File: config.mk
export PLATFORM = sky130hd
export DESIGN_NAME = snoop_wt_cache
export DESIGN_NICKNAME = d
export VERILOG_FILES = /design/src/rtl/snp_cache_pkg.sv /design/src/rtl/snp_line_store.sv /design/src/rtl/snp_cache_ctl.sv /design/src/rtl/snoop_wt_cache.sv
export SDC_FILE = /design/constraint.sdc
export NUM_CORES = 1
export LEC_CHECK = 0
export ABC_AREA = 1
export BUFFER_PORTS_ARGS = -buffer_cell sky130_fd_sc_hd__buf_2
export CORE_MARGIN = 4
export CORE_UTILIZATION = 56
export CTS_CLUSTER_DIAMETER = 80
export DETAILED_ROUTE_END_ITERATION = 7
export HOLD_SLACK_MARGIN = 0.06
export PLACE_DENSITY = 0.79
export REMOVE_ABC_BUFFERS = 1
export SYNTH_ARGS = -nofsm -noshare
export SYNTH_HDL_FRONTEND = slang
export SYNTH_HIERARCHICAL = 1
export SYNTH_SLANG_ARGS = --single-unit
File: constraint.sdc
create_clock -name clk -period 4.3 [get_ports clk]
set_clock_uncertainty 0.15 [all_clocks]
set_input_delay 0.86 -clock clk [delete_from_list [all_inputs] [get_ports clk]]
set_output_delay 0.86 -clock clk [all_outputs]
set_load 0.05 [all_outputs]
File: src/rtl/snp_cache_pkg.sv
package snp_cache_pkg;
  typedef enum logic [1:0] {
    ST_IDLE    = 2'd0,
    ST_RD_WAIT = 2'd1,
    ST_WR_ARB  = 2'd2,
    ST_WR_SEND = 2'd3
  } ctl_state_t;
endpackage

File: src/rtl/snp_line_store.sv
module snp_line_store #(
  parameter int ADDR_W = 8,
  parameter int DATA_W = 16,
  parameter int IDX_W  = 2,
  localparam int LINES = 1 << IDX_W,
  localparam int TAG_W = ADDR_W - IDX_W
) (
  input  logic              clk,
  input  logic              rst_n,
  input  logic [ADDR_W-1:0] lk_addr,
  output logic              lk_hit,
  output logic [DATA_W-1:0] lk_data,
  input  logic              sn_valid,
  input  logic [ADDR_W-1:0] sn_addr,
  output logic              sn_hit,
  input  logic              wr_en,
  input  logic [ADDR_W-1:0] wr_addr,
  input  logic [DATA_W-1:0] wr_data,
  output logic [LINES-1:0]  valid_vec
);
  function automatic logic [IDX_W-1:0] idx_of(input logic [ADDR_W-1:0] a);
    return a[IDX_W-1:0];
  endfunction

  function automatic logic [TAG_W-1:0] tag_of(input logic [ADDR_W-1:0] a);
    return a[ADDR_W-1:IDX_W];
  endfunction

  logic [LINES-1:0]  valid_q;
  logic [TAG_W-1:0]  tag_q  [LINES];
  logic [DATA_W-1:0] data_q [LINES];

  assign valid_vec = valid_q;
  assign lk_hit  = valid_q[idx_of(lk_addr)] && (tag_q[idx_of(lk_addr)] == tag_of(lk_addr));
  assign lk_data = data_q[idx_of(lk_addr)];
  assign sn_hit  = sn_valid && valid_q[idx_of(sn_addr)] &&
                   (tag_q[idx_of(sn_addr)] == tag_of(sn_addr));

  always_ff @(posedge clk) begin
    if (!rst_n) begin
      valid_q <= '0;
    end else begin
      for (int i = 0; i < LINES; i++) begin
        if (sn_hit && idx_of(sn_addr) == IDX_W'(i)) begin
          valid_q[i] <= 1'b0;
        end else if (wr_en && idx_of(wr_addr) == IDX_W'(i)) begin
          valid_q[i] <= 1'b1;
        end
      end
    end
  end

  always_ff @(posedge clk) begin
    for (int i = 0; i < LINES; i++) begin
      if (wr_en && idx_of(wr_addr) == IDX_W'(i) &&
          !(sn_hit && idx_of(sn_addr) == IDX_W'(i))) begin
        tag_q[i]  <= tag_of(wr_addr);
        data_q[i] <= wr_data;
      end
    end
  end
endmodule

File: src/rtl/snp_cache_ctl.sv
module snp_cache_ctl
  import snp_cache_pkg::*;
#(
  parameter int ADDR_W = 8,
  parameter int DATA_W = 16
) (
  input  logic              clk,
  input  logic              rst_n,
  input  logic              core_req,
  input  logic              core_we,
  input  logic [ADDR_W-1:0] core_addr,
  input  logic [DATA_W-1:0] core_wdata,
  output logic              core_ready,
  output logic              core_done,
  output logic [DATA_W-1:0] core_rdata,
  output logic              bus_req,
  input  logic              bus_gnt,
  output logic              bus_wvalid,
  output logic [ADDR_W-1:0] bus_waddr,
  output logic [DATA_W-1:0] bus_wdata,
  input  logic              mem_wack,
  output logic              mem_rd_req,
  output logic [ADDR_W-1:0] mem_raddr,
  input  logic              mem_rvalid,
  input  logic [DATA_W-1:0] mem_rdata,
  input  logic              snp_valid,
  input  logic [ADDR_W-1:0] snp_addr,
  output logic [ADDR_W-1:0] lk_addr,
  input  logic              lk_hit,
  input  logic [DATA_W-1:0] lk_data,
  output logic              st_wr_en,
  output logic [ADDR_W-1:0] st_wr_addr,
  output logic [DATA_W-1:0] st_wr_data,
  output logic              rd_hit_fire,
  output logic              rd_miss_start
);
  ctl_state_t        state_q;
  logic [ADDR_W-1:0] addr_q;
  logic [DATA_W-1:0] data_q;
  logic              poison_q;
  logic              accept;
  logic              clash_in;
  logic              clash_q;

  function automatic logic snoop_clash(input logic v, input logic [ADDR_W-1:0] s,
                                       input logic [ADDR_W-1:0] a);
    return v && (s == a);
  endfunction

  assign core_ready    = (state_q == ST_IDLE);
  assign accept        = core_ready && core_req;
  assign clash_in      = snoop_clash(snp_valid, snp_addr, core_addr);
  assign clash_q       = snoop_clash(snp_valid, snp_addr, addr_q);
  assign rd_hit_fire   = accept && !core_we && lk_hit && !clash_in;
  assign rd_miss_start = accept && !core_we && !rd_hit_fire;
  assign lk_addr       = core_ready ? core_addr : addr_q;

  assign bus_req    = (state_q == ST_WR_ARB) || (state_q == ST_WR_SEND);
  assign bus_wvalid = (state_q == ST_WR_SEND);
  assign bus_waddr  = addr_q;
  assign bus_wdata  = data_q;
  assign mem_rd_req = (state_q == ST_RD_WAIT);
  assign mem_raddr  = addr_q;

  always_comb begin
    st_wr_en   = 1'b0;
    st_wr_addr = addr_q;
    st_wr_data = data_q;
    if (state_q == ST_RD_WAIT && mem_rvalid && !poison_q && !clash_q) begin
      st_wr_en   = 1'b1;
      st_wr_data = mem_rdata;
    end else if (state_q == ST_WR_SEND && mem_wack && lk_hit && !clash_q) begin
      st_wr_en   = 1'b1;
    end
  end

  always_ff @(posedge clk) begin
    if (!rst_n) begin
      state_q    <= ST_IDLE;
      addr_q     <= '0;
      data_q     <= '0;
      poison_q   <= 1'b0;
      core_done  <= 1'b0;
      core_rdata <= '0;
    end else begin
      core_done <= 1'b0;
      unique case (state_q)
        ST_IDLE: begin
          if (accept) begin
            addr_q <= core_addr;
            data_q <= core_wdata;
            if (core_we) begin
              state_q <= ST_WR_ARB;
            end else if (rd_hit_fire) begin
              core_done  <= 1'b1;
              core_rdata <= lk_data;
            end else begin
              state_q  <= ST_RD_WAIT;
              poison_q <= 1'b0;
            end
          end
        end
        ST_RD_WAIT: begin
          if (clash_q) poison_q <= 1'b1;
          if (mem_rvalid) begin
            core_done  <= 1'b1;
            core_rdata <= mem_rdata;
            state_q    <= ST_IDLE;
          end
        end
        ST_WR_ARB: begin
          if (bus_gnt) state_q <= ST_WR_SEND;
        end
        ST_WR_SEND: begin
          if (mem_wack) begin
            core_done <= 1'b1;
            state_q   <= ST_IDLE;
          end
        end
        default: state_q <= ST_IDLE;
      endcase
    end
  end
endmodule

File: src/rtl/snoop_wt_cache.sv
module snoop_wt_cache #(
  parameter int ADDR_W = 8,
  parameter int DATA_W = 16,
  parameter int IDX_W  = 2,
  localparam int LINES = 1 << IDX_W
) (
  input  logic              clk,
  input  logic              rst_n,
  input  logic              core_req,
  input  logic              core_we,
  input  logic [ADDR_W-1:0] core_addr,
  input  logic [DATA_W-1:0] core_wdata,
  output logic              core_ready,
  output logic              core_done,
  output logic [DATA_W-1:0] core_rdata,
  output logic              bus_req,
  input  logic              bus_gnt,
  output logic              bus_wvalid,
  output logic [ADDR_W-1:0] bus_waddr,
  output logic [DATA_W-1:0] bus_wdata,
  input  logic              mem_wack,
  output logic              mem_rd_req,
  output logic [ADDR_W-1:0] mem_raddr,
  input  logic              mem_rvalid,
  input  logic [DATA_W-1:0] mem_rdata,
  input  logic              snp_valid,
  input  logic [ADDR_W-1:0] snp_addr
);
  logic [ADDR_W-1:0] lk_addr;
  logic              lk_hit;
  logic [DATA_W-1:0] lk_data;
  logic              snoop_inval;
  logic              st_wr_en;
  logic [ADDR_W-1:0] st_wr_addr;
  logic [DATA_W-1:0] st_wr_data;
  logic [LINES-1:0]  line_valid;
  logic              rd_hit_fire;
  logic              rd_miss_start;

  snp_line_store #(.ADDR_W(ADDR_W), .DATA_W(DATA_W), .IDX_W(IDX_W)) u_store (
    .clk(clk), .rst_n(rst_n),
    .lk_addr(lk_addr), .lk_hit(lk_hit), .lk_data(lk_data),
    .sn_valid(snp_valid), .sn_addr(snp_addr), .sn_hit(snoop_inval),
    .wr_en(st_wr_en), .wr_addr(st_wr_addr), .wr_data(st_wr_data),
    .valid_vec(line_valid)
  );

  snp_cache_ctl #(.ADDR_W(ADDR_W), .DATA_W(DATA_W)) u_ctl (
    .clk(clk), .rst_n(rst_n),
    .core_req(core_req), .core_we(core_we), .core_addr(core_addr), .core_wdata(core_wdata),
    .core_ready(core_ready), .core_done(core_done), .core_rdata(core_rdata),
    .bus_req(bus_req), .bus_gnt(bus_gnt), .bus_wvalid(bus_wvalid),
    .bus_waddr(bus_waddr), .bus_wdata(bus_wdata), .mem_wack(mem_wack),
    .mem_rd_req(mem_rd_req), .mem_raddr(mem_raddr), .mem_rvalid(mem_rvalid),
    .mem_rdata(mem_rdata), .snp_valid(snp_valid), .snp_addr(snp_addr),
    .lk_addr(lk_addr), .lk_hit(lk_hit), .lk_data(lk_data),
    .st_wr_en(st_wr_en), .st_wr_addr(st_wr_addr), .st_wr_data(st_wr_data),
    .rd_hit_fire(rd_hit_fire), .rd_miss_start(rd_miss_start)
  );
endmodule

* Yosys cells after proc, flatten, opt, wreduce, memory -nomap -nowiden
Memories as Yosys holds them, arrays and structs flattened.
Index checks and enable logic that the tools add are counted.
** Operators by class
- $lt $le $gt $ge :: 2
- Eq/ne operators :: 22
- Muxes and demuxes :: 57
- Bitwise gates (word level) :: 1
- Reduce and logical (&&, ||, !) cells :: 54
** Operators with widths (count)
- $mux 16 :: 8
- $reduce_or 16->1 :: 3
- $pmux 16 s2 :: 1
- $logic_and 1x1->1 :: 27
- $mux 1 :: 27
- $mux 2 :: 12
- $mux 6 :: 3
- $reduce_or 6->1 :: 3
- $eq 8x8->1 :: 2
- $reduce_and 5->1 :: 3
- $eq 2x2->1 const B :: 6
- $eq 6x6->1 :: 2
- $ne 2x2->1 const B :: 5
- $logic_not 1->1 :: 8
- $mux 8 :: 1
- $pmux 2 s4 :: 1
- $reduce_or 2->1 :: 4
- $eq 2x1->1 const B :: 3
- $logic_not 2->1 :: 3
- $lt 2x3->1 const B :: 2
- $ne 2x1->1 const B :: 3
- $bmux 1 s2 :: 2
- $ne 3x3->1 const B :: 1
- $pmux 1 s3 :: 1
- other kinds (5) :: 5
** Storage, ports and cells
- Bits in registers :: 48
- Memory bits (writable) :: 88
- Output and inout port bits :: 53
- Word-level logic and storage cells :: 148
- Memories :: 2
** Memories
- u_store.data_q :: words 4, bits a word 16, read ports 1, clocked after memory_dff 0, write ports 1, line snp_line_store.sv:31 : logic [DATA_W-1:0] data_q [LINES];
- u_store.tag_q :: words 4, bits a word 6, read ports 2, clocked after memory_dff 0, write ports 1, line snp_line_store.sv:30 : logic [TAG_W-1:0] tag_q [LINES];

* Logic depth before layout (Yosys ltp)
Gate-level depths: netlist of the first run.
- Word-level depth :: 17
- Mapped depth :: 22
- Gate-level depth less buffers :: 20

* Modules after synthesis
Netlist of the first run, hierarchy kept.
** Modules (own cells, without submodules)
- snp_line_store :: times used 1, cells an instance 385, area each 4078.9 um^2, seq. area each 2722.6 um^2
- snp_cache_ctl :: times used 1, cells an instance 447, area each 2656.3 um^2, seq. area each 880.8 um^2

* Worst setup path after synthesis of the first run
Ideal clock, no wire load.
- Path kind :: register -> register
- Start :: register u_ctl.state_q[1]
- End :: memory u_store.data_q[2][0], enable pin
- Arrival :: 3.500 ns
- Data required time :: 3.773 ns
- Path slack :: 0.273 ns
- Stages on the path, launching flop included :: 18
- Buffers on the path :: 3
- Period minus slack after synthesis :: 4.027 ns
- Cells stage by stage :: dfxtp_1 > nor2_4 > buf_2 > clkbuf_1 > o21ai_0 > inv_2 > clkbuf_1 > nand3_1 > nand2_1 > xor2_1 > o2111ai_1 > nor2_1 > nand4_1 > nand2_1 > inv_1 > nor3_1 > nand2_1 > inv_1
** On the way
- Longest elaborated chain between the ends :: 17
** RTL lines
- start: declaration :: line snp_cache_ctl.sv:37 : ctl_state_t state_q;
- start signal: assignment :: line snp_cache_ctl.sv:79 : state_q <= ST_IDLE;
- start signal: assignment :: line snp_cache_ctl.sv:93 : state_q <= ST_WR_ARB;
- start signal: assignment :: line snp_cache_ctl.sv:98 : state_q <= ST_RD_WAIT;
- $logic_not 2->1 (*) :: line snp_cache_ctl.sv:50 : assign core_ready = (state_q == ST_IDLE);
- net core_ready :: line snoop_wt_cache.sv:13 : output logic core_ready,
- $mux 8 (*) :: line snp_cache_ctl.sv:56 : assign lk_addr = core_ready ? core_addr : addr_q;
- net lk_addr[1] :: line snoop_wt_cache.sv:29 : logic [ADDR_W-1:0] lk_addr;
- $mem_v2 4x6 or $bmux 1 s2 (tied branches)
- $eq 6x6->1 or $mux 1 (tied branches) :: line snp_line_store.sv:34 : assign lk_hit = valid_q[idx_of(lk_addr)] && (tag_q[idx_of(lk_addr)] == tag_of(lk_addr));
- $logic_and 1x1->1 (*) :: line snp_line_store.sv:34
- net lk_hit :: line snoop_wt_cache.sv:30 : logic lk_hit;
- $logic_and 1x1->1 (*) (2 in a row) :: line snp_cache_ctl.sv:72 : end else if (state_q == ST_WR_SEND && mem_wack && lk_hit && !clash_q) begin
- $mux 1 (*) :: line snp_cache_ctl.sv:72
- $mux 1 (*) :: line snp_cache_ctl.sv:69 : if (state_q == ST_RD_WAIT && mem_rvalid && !poison_q && !clash_q) begin
- net st_wr_en :: line snoop_wt_cache.sv:33 : logic st_wr_en;
- $logic_and 1x1->1 (2 in a row) :: line snp_line_store.sv:55 : if (wr_en && idx_of(wr_addr) == IDX_W'(i) &&
- $mux 1 :: line snp_line_store.sv:55
- $mux 1 (not written as such) :: line snp_line_store.sv:58 : data_q[i] <= wr_data;
- $reduce_or 16->1 (no line)
- $mux 2 (no line) or $mux 1 (tied branches) (3 in a row)
- end: declaration :: line snp_line_store.sv:31
The timed path passes the listed nets; every way through them passes the cells marked *. The select of a mux whose other input is x is not followed.

* Worst setup path after layout of the first run
- Start :: register u_ctl.addr_q[0], in the netlist u_ctl/bus_waddr[0]
- End :: memory u_store.data_q[1][1], enable pin
** On the way
- Longest elaborated chain between the ends :: 16
** RTL lines
- start: declaration :: line snp_cache_ctl.sv:38 : logic [ADDR_W-1:0] addr_q;
- start signal: assignment :: line snp_cache_ctl.sv:90 : addr_q <= core_addr;
- $mux 8 (*) :: line snp_cache_ctl.sv:56
- net lk_addr[0] :: line snoop_wt_cache.sv:29
- $mem_v2 4x6 or $bmux 1 s2 (tied branches)
- $eq 6x6->1 or $mux 1 (tied branches) :: line snp_line_store.sv:34
- $logic_and 1x1->1 (*) :: line snp_line_store.sv:34
- net lk_hit :: line snoop_wt_cache.sv:30
- $logic_and 1x1->1 (*) (2 in a row) :: line snp_cache_ctl.sv:72
- $mux 1 (*) :: line snp_cache_ctl.sv:72
- $mux 1 (*) :: line snp_cache_ctl.sv:69
- net st_wr_en :: line snoop_wt_cache.sv:33
- $logic_and 1x1->1 (2 in a row) :: line snp_line_store.sv:55
- $mux 1 :: line snp_line_store.sv:55
- $mux 1 (not written as such) :: line snp_line_store.sv:58
- $reduce_or 16->1 (no line)
- $mux 2 (no line) or $mux 1 (tied branches) (3 in a row)
Marked as above.

==> results.py, run 1 <==
metrics = {
    "clock_network": {
        "cts_tree": "done",
        "clk_pin_slew_ps": 60,
        "cts_buffers": 17,
        "cts_resized": 0,
        "holdBufCountCts": 0,
        "clkLatencyLatePin_ps": 410,
        "root_buffer": "clkbuf_16",
        "cts.htree.levels": 4,
        "clock_tree.buffer_depth": 2,
        "cts_setup_buffers": 0,
        "clock-sinks": 136,
    },
    "routing": {
        "routed_via_density": 5.28,
        "first_pass_iters": 5,
        "num_vias": 5646,
        "wl_per_cell_um": 14.8,
        "wl_mm": 15.8,
        "ant_nets": 0,
        "drt-initial-drc-count": 541,
        "drc": 0,
    },
    "floorplan": {
        "die_area_sq_um": 13800,
        "initial_core_util_pct": 58.1,
        "die_w_um": 118,
        "die_height_um": 118,
        "rows": 39,
        "ios": 109,
        "core_sq_um": 11600,
    },
    "placed_design": {
        "placed_cells": 1036,
        "io_buffer_count": 108,
        "dp_slack_ps": 341,
        "gp_congestion": 0.925,
        "hpwl_mm": 10.5,
    },
    "sta": {
        "worst_slew_pin_slew_ps": 825,
        "final-hold-violation-count": 0,
        "fmax_ghz": 0.262,
        "slew_headroom_pct": 45.0,
        "rsz0062_at_grt": "false",
        "post-route-min-period_ps": 3810,
        "slew_violations": 0,
        "min_period_over_period_pct": 88.6,
        "setup_slack_ps": 488,
        "setup_violations": 0,
    },
    "setup_path": {
        "critical_path_class": "register to register",
        "slowest_stage": "dfxtp_1",
        "crit_chain": "inv_1 -> o21ai_4 -> buf_4 -> nand2_1 -> nand3_1 -> nand2_1 -> nand2_1 -> o21ai_0 -> nor2_1 -> o2111ai_1 -> nor2_1 -> nand4_1 -> nand2_1 -> inv_1 -> nor3_1 -> nand2_1 -> inv_1 -> buf_4",
        "cp_top_family": "simple AND/OR/NAND/NOR gates",
        "start_kind": "register",
        "crit_buf_inv": 5,
        "slowest_delay_ps": 490,
        "critPathMostFrequentCell": "nand2_1",
        "required_ps": 4230,
        "r2r_cells": 18,
        "rrSetupSlack_ps": 490,
        "end_kind": "register",
        "crit_path_max_fanout": 28,
        "cp.depth": 18,
        "worstPathArrival_ps": 3740,
        "crit-reg2reg-launch": "u_ctl/bus_waddr[0]",
        "r2r-end": "u_store/data_q[1][1]",
    },
    "finish": {
        "final_layout_size_suffix_gt1_share_pct": 19.1,
        "diodes": 0,
        "final_cells": 1069,
        "areaGrowthSynthToFinish_pct": 16.3,
        "fin_nets": 969,
    },
    "power_and_ir_drop": {
        "powerDensity_nw_per_um2": 695,
        "ir_drop_mv": 0.442,
        "p_leak_uw": 0.00364,
    },
    "worst_hold_path": {
        "hold_path.class": "register to register",
        "whs_path_depth": 2,
        "hold_start": "u_ctl/poison_q",
        "holdPathEnd": "u_ctl/poison_q",
    },
    "global_route": {
        "grt_remaining_overflow": 0,
        "grt_pass1_vias": 5317,
        "grt_max_degree": 47,
        "antenna_found_initial": 0,
        "grtUsageTotal_pct": 22.9,
        "grt_pass1_wl_mm": 25.7,
    },
    "logic_synthesis": {
        "synth_warnings": 6,
        "avgSynthCellArea_sq_um": 8.11,
        "synth_area_sq_um": 6720,
        "syn_inst": 829,
    },
    "job": {
        "drv_cap": 0,
    },
    "run_status": {
        "outcome": "finished, final reports clean",
    },
}
## cell type report
type	instances	area, sq um
Inverter	93	362
Fill cell	945	3750
Tap cell	143	179
Clock buffer	17	425
Clock inverter	15	176
Timing Repair Buffer	117	608
Sequential cell	136	3600
Multi-Input combinational cell	548	2460
## per-stage QoR
| step | hold WS [ps] | setup TNS, ps | utilization [%] | total power [uW] | area [sq um] |
|---|---|---|---|---|---|
| final | 317 | 0 | 67.6 | 5430 | 7820 |
| after global routing | 357 | 0 | 67.6 | 5780 | 7820 |
| after CTS | 321 | 0 | 67.5 | 5440 | 7810 |
| after detailed placement | 315 | 0 | 62.3 | 3960 | 7210 |
| after global placement | 303 | 0 | 62.3 | 3920 | 7210 |
| after floorplan | 286 | -261460 | - | 3400 | 6410 |
## placed cells by master, fill, tap and decap left out, drive strengths merged
cell type,count
a211oi,1
a21oi,15
a31oi,1
buf,117
bufinv,3
clkbuf,17
clkinv,6
clkinvlp,5
dfxtp,48
edfxtp,88
inv,94
nand2,242
nand3,27
nand3b,3
nand4,2
nor2,124
nor3,5
o2111ai,1
o21a,2
o21ai,103
o22ai,17
xnor2,1
xor2,4
## sequential cells by signal, summed over array words and instances (netlist names)
name	flops
u_store/tag_q	24
u_ctl/bus_waddr	8
u_ctl/core_done	1
u_ctl/state_q	2
u_store/data_q	64
u_ctl/core_rdata	16
u_ctl/bus_wdata	16
u_store/valid_vec	4
u_ctl/poison_q	1
## power breakdown
group	switching, uW	internal (uW)	total [uW]	leakage (uW)
registers	141	1660	1800	0.00120
logic	1610	560	2170	0.00215
clock network	551	911	1460	0.000279
total	2300	3130	5430	0.00364
## worst max path at each step
stage,startpoint,end
5_1_grt,u_ctl/bus_waddr[0],u_store/data_q[1][10]
2_1_floorplan,u_ctl/bus_waddr[0],u_store/data_q[0][0]
4_1_cts,u_ctl/state_q[1],u_store/data_q[1][14]
3_5_place_dp,core_addr[0],u_store/data_q[1][15]
3_3_place_gp,core_addr[0],u_store/tag_q[1][4]
6_report,u_ctl/bus_waddr[0],u_store/data_q[1][1]
## routing by layer
metal  track usage [%]  part of all wire [%]
met5                 0                     0
met4              7.62                   1.5
met3              5.62                   6.6
met2              39.0                    49
met1              28.7                    43
## tightest hold or removal path, delay by kind of cell (launching register included)
family          cells  cell delay, ps
compound gates      1              50
flops               1             310
simple gates        1              60
Power figures use the tool's default switching activity.
==> run 2: changes to the inputs <==
- BUFFER_PORTS_ARGS: -buffer_cell sky130_fd_sc_hd__buf_2 -> not set
- DONT_BUFFER_PORTS: not set -> 1
- PLACE_DENSITY: 0.79 -> 0.71
- RECOVER_POWER: not set -> 50
==> run 2 against run 1 <==
Effect of this change: sequential share of layout area is 3.6 points higher; design area is 7.2% lower; sequential power is 19% higher; non-clock buffer count is 99 lower; hold slack worse by 11 ps; die area stayed put; highest routed layer unchanged; maximum frequency is 2.5% lower; largest cell class unchanged.
==> results.py, run 2 (synthesis results as in run 1) <==
metrics = {
    "power_and_ir_drop": {
        "ir_drop_mv": 0.453,
        "p_leak_uw": 0.00316,
        "powerDensity_nw_per_um2": 709,
    },
    "setup_path": {
        "crit-reg2reg-launch": "u_ctl/state_q[1]",
        "crit_start": "u_ctl/state_q[1]",
        "critPathMostFrequentCell": "nand2_1",
        "worstPathArrival_ps": 3840,
        "r2r_cells": 19,
        "rrSetupSlack_ps": 390,
        "crit_chain": "nor2_4 -> nand2_1 -> o21ai_4 -> buf_4 -> nand2_1 -> nand3_1 -> nand2_1 -> nand2_1 -> o21ai_0 -> nor2_1 -> o2111ai_1 -> nor2_1 -> nand4_1 -> nand2_1 -> inv_1 -> nor3_1 -> nand2_1 -> inv_1 -> buf_4",
        "end_kind": "register",
        "slowest_delay_ps": 530,
        "crit_path_max_fanout": 46,
        "start_kind": "register",
        "required_ps": 4230,
        "r2r-end": "u_store/data_q[3][2]",
        "critical_path_class": "register to register",
        "slowest_stage": "dfxtp_1",
    },
    "clock_network": {
        "cts.htree.levels": 4,
        "clock_tree.buffer_depth": 2,
        "cts_resized": 0,
        "clock-sinks": 136,
        "clk_pin_slew_ps": 60,
        "cts_setup_buffers": 0,
        "cts_buffers": 17,
        "clkLatencyLatePin_ps": 410,
        "root_buffer": "clkbuf_16",
        "holdBufCountCts": 0,
        "cts_tree": "done",
    },
    "worst_hold_path": {
        "whs_path_depth": 2,
        "hold_path.class": "register to register",
        "holdPathEnd": "u_ctl/poison_q",
        "hold_start": "u_ctl/poison_q",
    },
    "sta": {
        "post-route-min-period_ps": 3910,
        "final-hold-violation-count": 0,
        "min_period_over_period_pct": 90.9,
        "slew_violations": 0,
        "setup_violations": 0,
        "rsz0062_at_grt": "false",
        "fmax_ghz": 0.256,
        "worst_slew_pin_slew_ps": 1430,
        "setup_slack_ps": 389,
        "holdWs_ps": 306,
        "slew_headroom_pct": 4.67,
    },
    "global_route": {
        "grt_remaining_overflow": 0,
        "grtUsageTotal_pct": 23.6,
        "grt_pass1_vias": 5172,
        "grt_pass1_wl_mm": 26.0,
        "grt_max_degree": 47,
        "antenna_found_initial": 0,
    },
    "finish": {
        "final_cell_area_sq_um": 7260,
        "fin_nets": 869,
        "reg.largest.list": "u_store/data_q x64, u_store/tag_q x24",
        "areaGrowthSynthToFinish_pct": 7.95,
        "mostFrequentLayoutCell": "nand2_1",
        "largest_reg_flops": 64,
        "final_cells": 969,
        "final_util_pct": 62.7,
        "diodes": 0,
        "final_layout_size_suffix_gt1_share_pct": 8.47,
        "regMostFlops": "u_store/data_q",
        "final_cell_mix": "235 x nand2_1, 117 x nor2_1, 88 x inv_1, 88 x edfxtp_1, 83 x o21ai_0",
    },
    "floorplan": {
        "die_area_sq_um": 13800,
        "die_w_um": 118,
        "ios": 109,
        "initial_core_util_pct": 58.1,
        "rows": 39,
        "core_sq_um": 11600,
        "die_height_um": 118,
    },
    "placed_design": {
        "hpwl_mm": 10.6,
        "io_buffer_count": 0,
        "placed_cells": 937,
        "gp_congestion": 0.993,
        "dp_slack_ps": 469,
        "place_area_sq_um": 6740,
    },
    "routing": {
        "routed_via_density": 5.54,
        "top_layer": "met4",
        "wl_met1_mm": 6.64,
        "drt-initial-drc-count": 453,
        "wl_per_cell_um": 16.5,
        "wl_met2_mm": 7.71,
        "dr_wl_met3_mm": 1.35,
        "wl_mm": 16.0,
        "first_pass_iters": 6,
        "num_vias": 5365,
        "drc": 0,
        "ant_nets": 0,
    },
    "run_status": {
        "outcome": "finished, final reports clean",
    },
    "job": {
        "drv_cap": 0,
    },
}
-- run 2: stage by stage --
stage | total power, uW | TNS (ps)
2_1_floorplan | 3400 | -261460
5_1_grt | 5450 | 0
6_report | 5140 | 0
3_5_place_dp | 3850 | 0
4_1_cts | 5180 | 0
3_3_place_gp | 3790 | 0
-- run 2: how the worst max path moves through the flow --
stage	end	slack, ps	cells past startpoint
5_1_grt	u_store/tag_q[3][0]	90	18
3_5_place_dp	u_store/data_q[0][11]	470	19
2_1_floorplan	u_store/data_q[0][0]	-2470	16
6_report	u_store/data_q[3][2]	390	19
3_3_place_gp	u_store/data_q[3][8]	640	19
4_1_cts	u_store/data_q[3][1]	410	19
-- run 2: report_power, final --
part | leakage, uW | switching, uW | internal [uW]
combinational | 0.00170 | 1210 | 468
clock | 0.000260 | 530 | 788
sequential | 0.00120 | 482 | 1660
total | 0.00316 | 2230 | 2910
-- run 2: layout make-up --
cell class | count | area [sq um]
timing repair buffer | 18 | 121
inverter | 93 | 362
clock inverter | 13 | 108
multi-input combinational | 547 | 2450
fill | 973 | 4310
clock buffer | 19 | 433
tap | 143 | 179
sequential | 136 | 3600
-- run 2: metal layers --
layer | up-vias | track usage, %
met5 | - | 0
met4 | 0 | 8.72
met3 | 28 | 6.44
met2 | 231 | 39.2
met1 | 2479 | 29.5
li1 | 2627 | -
-- run 2: worst max-delay path, delay by kind of cell, from the launching register on --
kind / cells / cell delay (ps)
AO/OA/AOI/OAI: 3 / 300
buffers and inverters: 4 / 880
flip-flops: 1 / 530
AND/OR/NAND/NOR: 12 / 1700
==> run 3: changes to the inputs <==
- clock period: 4.3 -> 3.6 ns (I/O delays scaled with it)
==> run 3 against run 2 <==
Effect of this change: core utilization rose by 1.8 points; clock-buffer cell count did not move; sequential power rose by 19%; design area rose by 2.8%; hold slack got worse by 25 ps; largest power group unchanged; via count rose by 0.82%; combinational power rose by 26%; worst setup slack got worse by 150 ps.
==> results.py, run 3 (synthesis results as in run 1) <==
metrics = {
    "run_status": {
        "outcome": "finished, final reports clean",
    },
    "floorplan": {
        "initial_core_util_pct": 58.1,
        "die_w_um": 118,
        "rows": 39,
        "die_height_um": 118,
        "core_sq_um": 11600,
        "ios": 109,
        "die_area_sq_um": 13800,
    },
    "worst_hold_path": {
        "hold_path.class": "primary input to register",
        "whs_path_depth": 2,
        "holdPathEnd": "u_ctl/state_q[1]",
        "hold_start": "rst_n",
    },
    "clock_network": {
        "clock_tree.buffer_depth": 2,
        "cts_tree": "done",
        "clkLatencyLatePin_ps": 420,
        "cts.htree.levels": 4,
        "holdBufCountCts": 0,
        "clk_pin_slew_ps": 60,
        "clock-sinks": 136,
        "root_buffer": "clkbuf_16",
        "cts_setup_buffers": 0,
        "cts_buffers": 17,
    },
    "sta": {
        "setup_violations": 0,
        "final-hold-violation-count": 0,
        "slew_headroom_pct": 2.47,
        "worst_slew_pin_slew_ps": 1460,
        "min_period_over_period_pct": 93.4,
        "rsz0062_at_grt": "false",
        "fmax_ghz": 0.297,
        "slew_violations": 0,
        "post-route-min-period_ps": 3360,
    },
    "global_route": {
        "antenna_found_initial": 0,
        "grtUsageTotal_pct": 24.1,
        "grt_pass1_wl_mm": 26.3,
        "grt_pass1_vias": 5237,
        "grt_max_degree": 47,
        "grt_remaining_overflow": 0,
    },
    "routing": {
        "wl_per_cell_um": 17.0,
        "wl_mm": 16.6,
        "drt-initial-drc-count": 488,
        "num_vias": 5409,
        "routed_via_density": 5.56,
        "ant_nets": 0,
        "drc": 0,
        "first_pass_iters": 5,
    },
    "power_and_ir_drop": {
        "p_leak_uw": 0.00324,
        "p_comb_share_pct": 32.3,
        "powerDensity_nw_per_um2": 880,
        "p_sw_share_pct": 41.3,
        "finalPower_uw": 6560,
        "ir_drop_mv": 0.641,
        "seqPwrFrac_pct": 38.7,
        "clock_power_share_pct": 29.0,
        "p_switching_uw": 2710,
        "p_int_uw": 3850,
    },
    "finish": {
        "reg.largest.list": "u_store/data_q x64, u_store/tag_q x24",
        "areaGrowthSynthToFinish_pct": 11.0,
        "fin_nets": 873,
        "mostFrequentLayoutCell": "nand2_1",
        "final_cell_mix": "235 x nand2_1, 117 x nor2_1, 88 x edfxtp_1",
        "final_cells": 973,
        "regMostFlops": "u_store/data_q",
        "diodes": 0,
        "final_layout_size_suffix_gt1_share_pct": 9.16,
        "largest_reg_flops": 64,
    },
    "setup_path": {
        "required_ps": 3560,
        "slowest_stage": "dfxtp_1",
        "crit_chain": "nor2_4 -> buf_4 -> nand2_1 -> o21ai_4 -> buf_8 -> nand2_1 -> nand3_1 -> nand2_1 -> nand2_1 -> o21ai_0 -> nor2_1 -> o2111ai_1 -> nor2_1 -> nand4_1 -> nand2_1 -> inv_1 -> nor3_1 -> nand2_1 -> inv_1 -> buf_12",
        "end_kind": "register",
        "slowest_delay_ps": 370,
        "rrSetupSlack_ps": 240,
        "crit-reg2reg-launch": "u_ctl/state_q[0]",
        "worstPathArrival_ps": 3320,
        "critPathMostFrequentCell": "nand2_1",
        "critical_path_class": "register to register",
        "crit_path_max_fanout": 31,
        "start_kind": "register",
        "r2r_cells": 20,
        "r2r-end": "u_store/data_q[3][10]",
    },
    "placed_design": {
        "hpwl_mm": 11.0,
        "gp_congestion": 0.872,
        "placed_cells": 941,
        "io_buffer_count": 0,
    },
    "job": {
        "drv_cap": 0,
    },
}
## run 3: cell count changes in the layout (fill, tap and decap cells not counted), sizes merged
cell      delta
buf          +3
clkinv       -3
clkinvlp     -2
inv          +1
clkbuf       +1
bufinv       +4
## run 3: what timing repair did
item / 4_1_cts / 5_1_grt
gates resized for setup: 0 / 8
endpoints found under the setup margin: 0 / 88
hold endpoints to repair: 0 / 0
## run 3: per-layer routing
| metal | up-vias | global-route usage (%) | routed length, um |
|---|---|---|---|
| met5 | - | 0 | 0 |
| met4 | 0 | 9.01 | 307 |
| met3 | 33 | 6.97 | 1510 |
| met2 | 263 | 40.5 | 8200 |
| met1 | 2473 | 29.5 | 6550 |
| li1 | 2640 | - | - |
## run 3: how the worst max path moves through the flow
stage	slack [ps]	from	to	cells past startpoint
2_1_floorplan	-3170	u_ctl/bus_waddr[0]	u_store/data_q[0][0]	16
3_3_place_gp	300	core_addr[0]	u_store/tag_q[2][1]	18
3_5_place_dp	180	core_addr[0]	u_store/data_q[2][8]	18
4_1_cts	160	u_ctl/state_q[0]	u_store/data_q[2][11]	16
5_1_grt	6	u_ctl/state_q[0]	u_store/tag_q[3][1]	20
6_report	240	u_ctl/state_q[0]	u_store/data_q[3][10]	20
## run 3: critical path: cells and delay by family (launching register included)
| family | cells | cell delay (ps) |
|---|---|---|
| flip-flops | 1 | 370 |
| buffers and inverters | 5 | 830 |
| AO/OA/AOI/OAI | 3 | 300 |
| AND/OR/NAND/NOR | 12 | 1400 |
## run 3: cell type report
cell class	count	area, sq um
inverters	93	364
flip-flops and latches	136	3600
well taps	143	179
multi-input cells	547	2470
fillers	966	4100
clock inverters	13	199
clock buffers	19	454
repair buffers	22	195
## run 3: through the flow
| step | hold slack [ps] | TNS [ps] | setup WS (ps) | instance area, sq um | utilization, % |
|---|---|---|---|---|---|
| 2_1_floorplan | 286 | -339860 | -3170 | 6410 | - |
| 3_3_place_gp | 293 | 0 | 304 | 6800 | 58.8 |
| 3_5_place_dp | 306 | 0 | 185 | 6800 | 58.8 |
| 4_1_cts | 259 | 0 | 157 | 7460 | 64.5 |
| 5_1_grt | 257 | 0 | 6.10 | 7460 | 64.5 |
| 6_report | 280 | 0 | 238 | 7460 | 64.5 |
## run 3: power by group through the flow
stage	sequential, uW	combinational, uW	clock, uW
after floorplan	2740	1320	0
after global placement	2560	2010	0
after detailed placement	2570	2090	0
after CTS	2540	2110	1930
after global routing	2560	2370	2010
final	2540	2120	1900
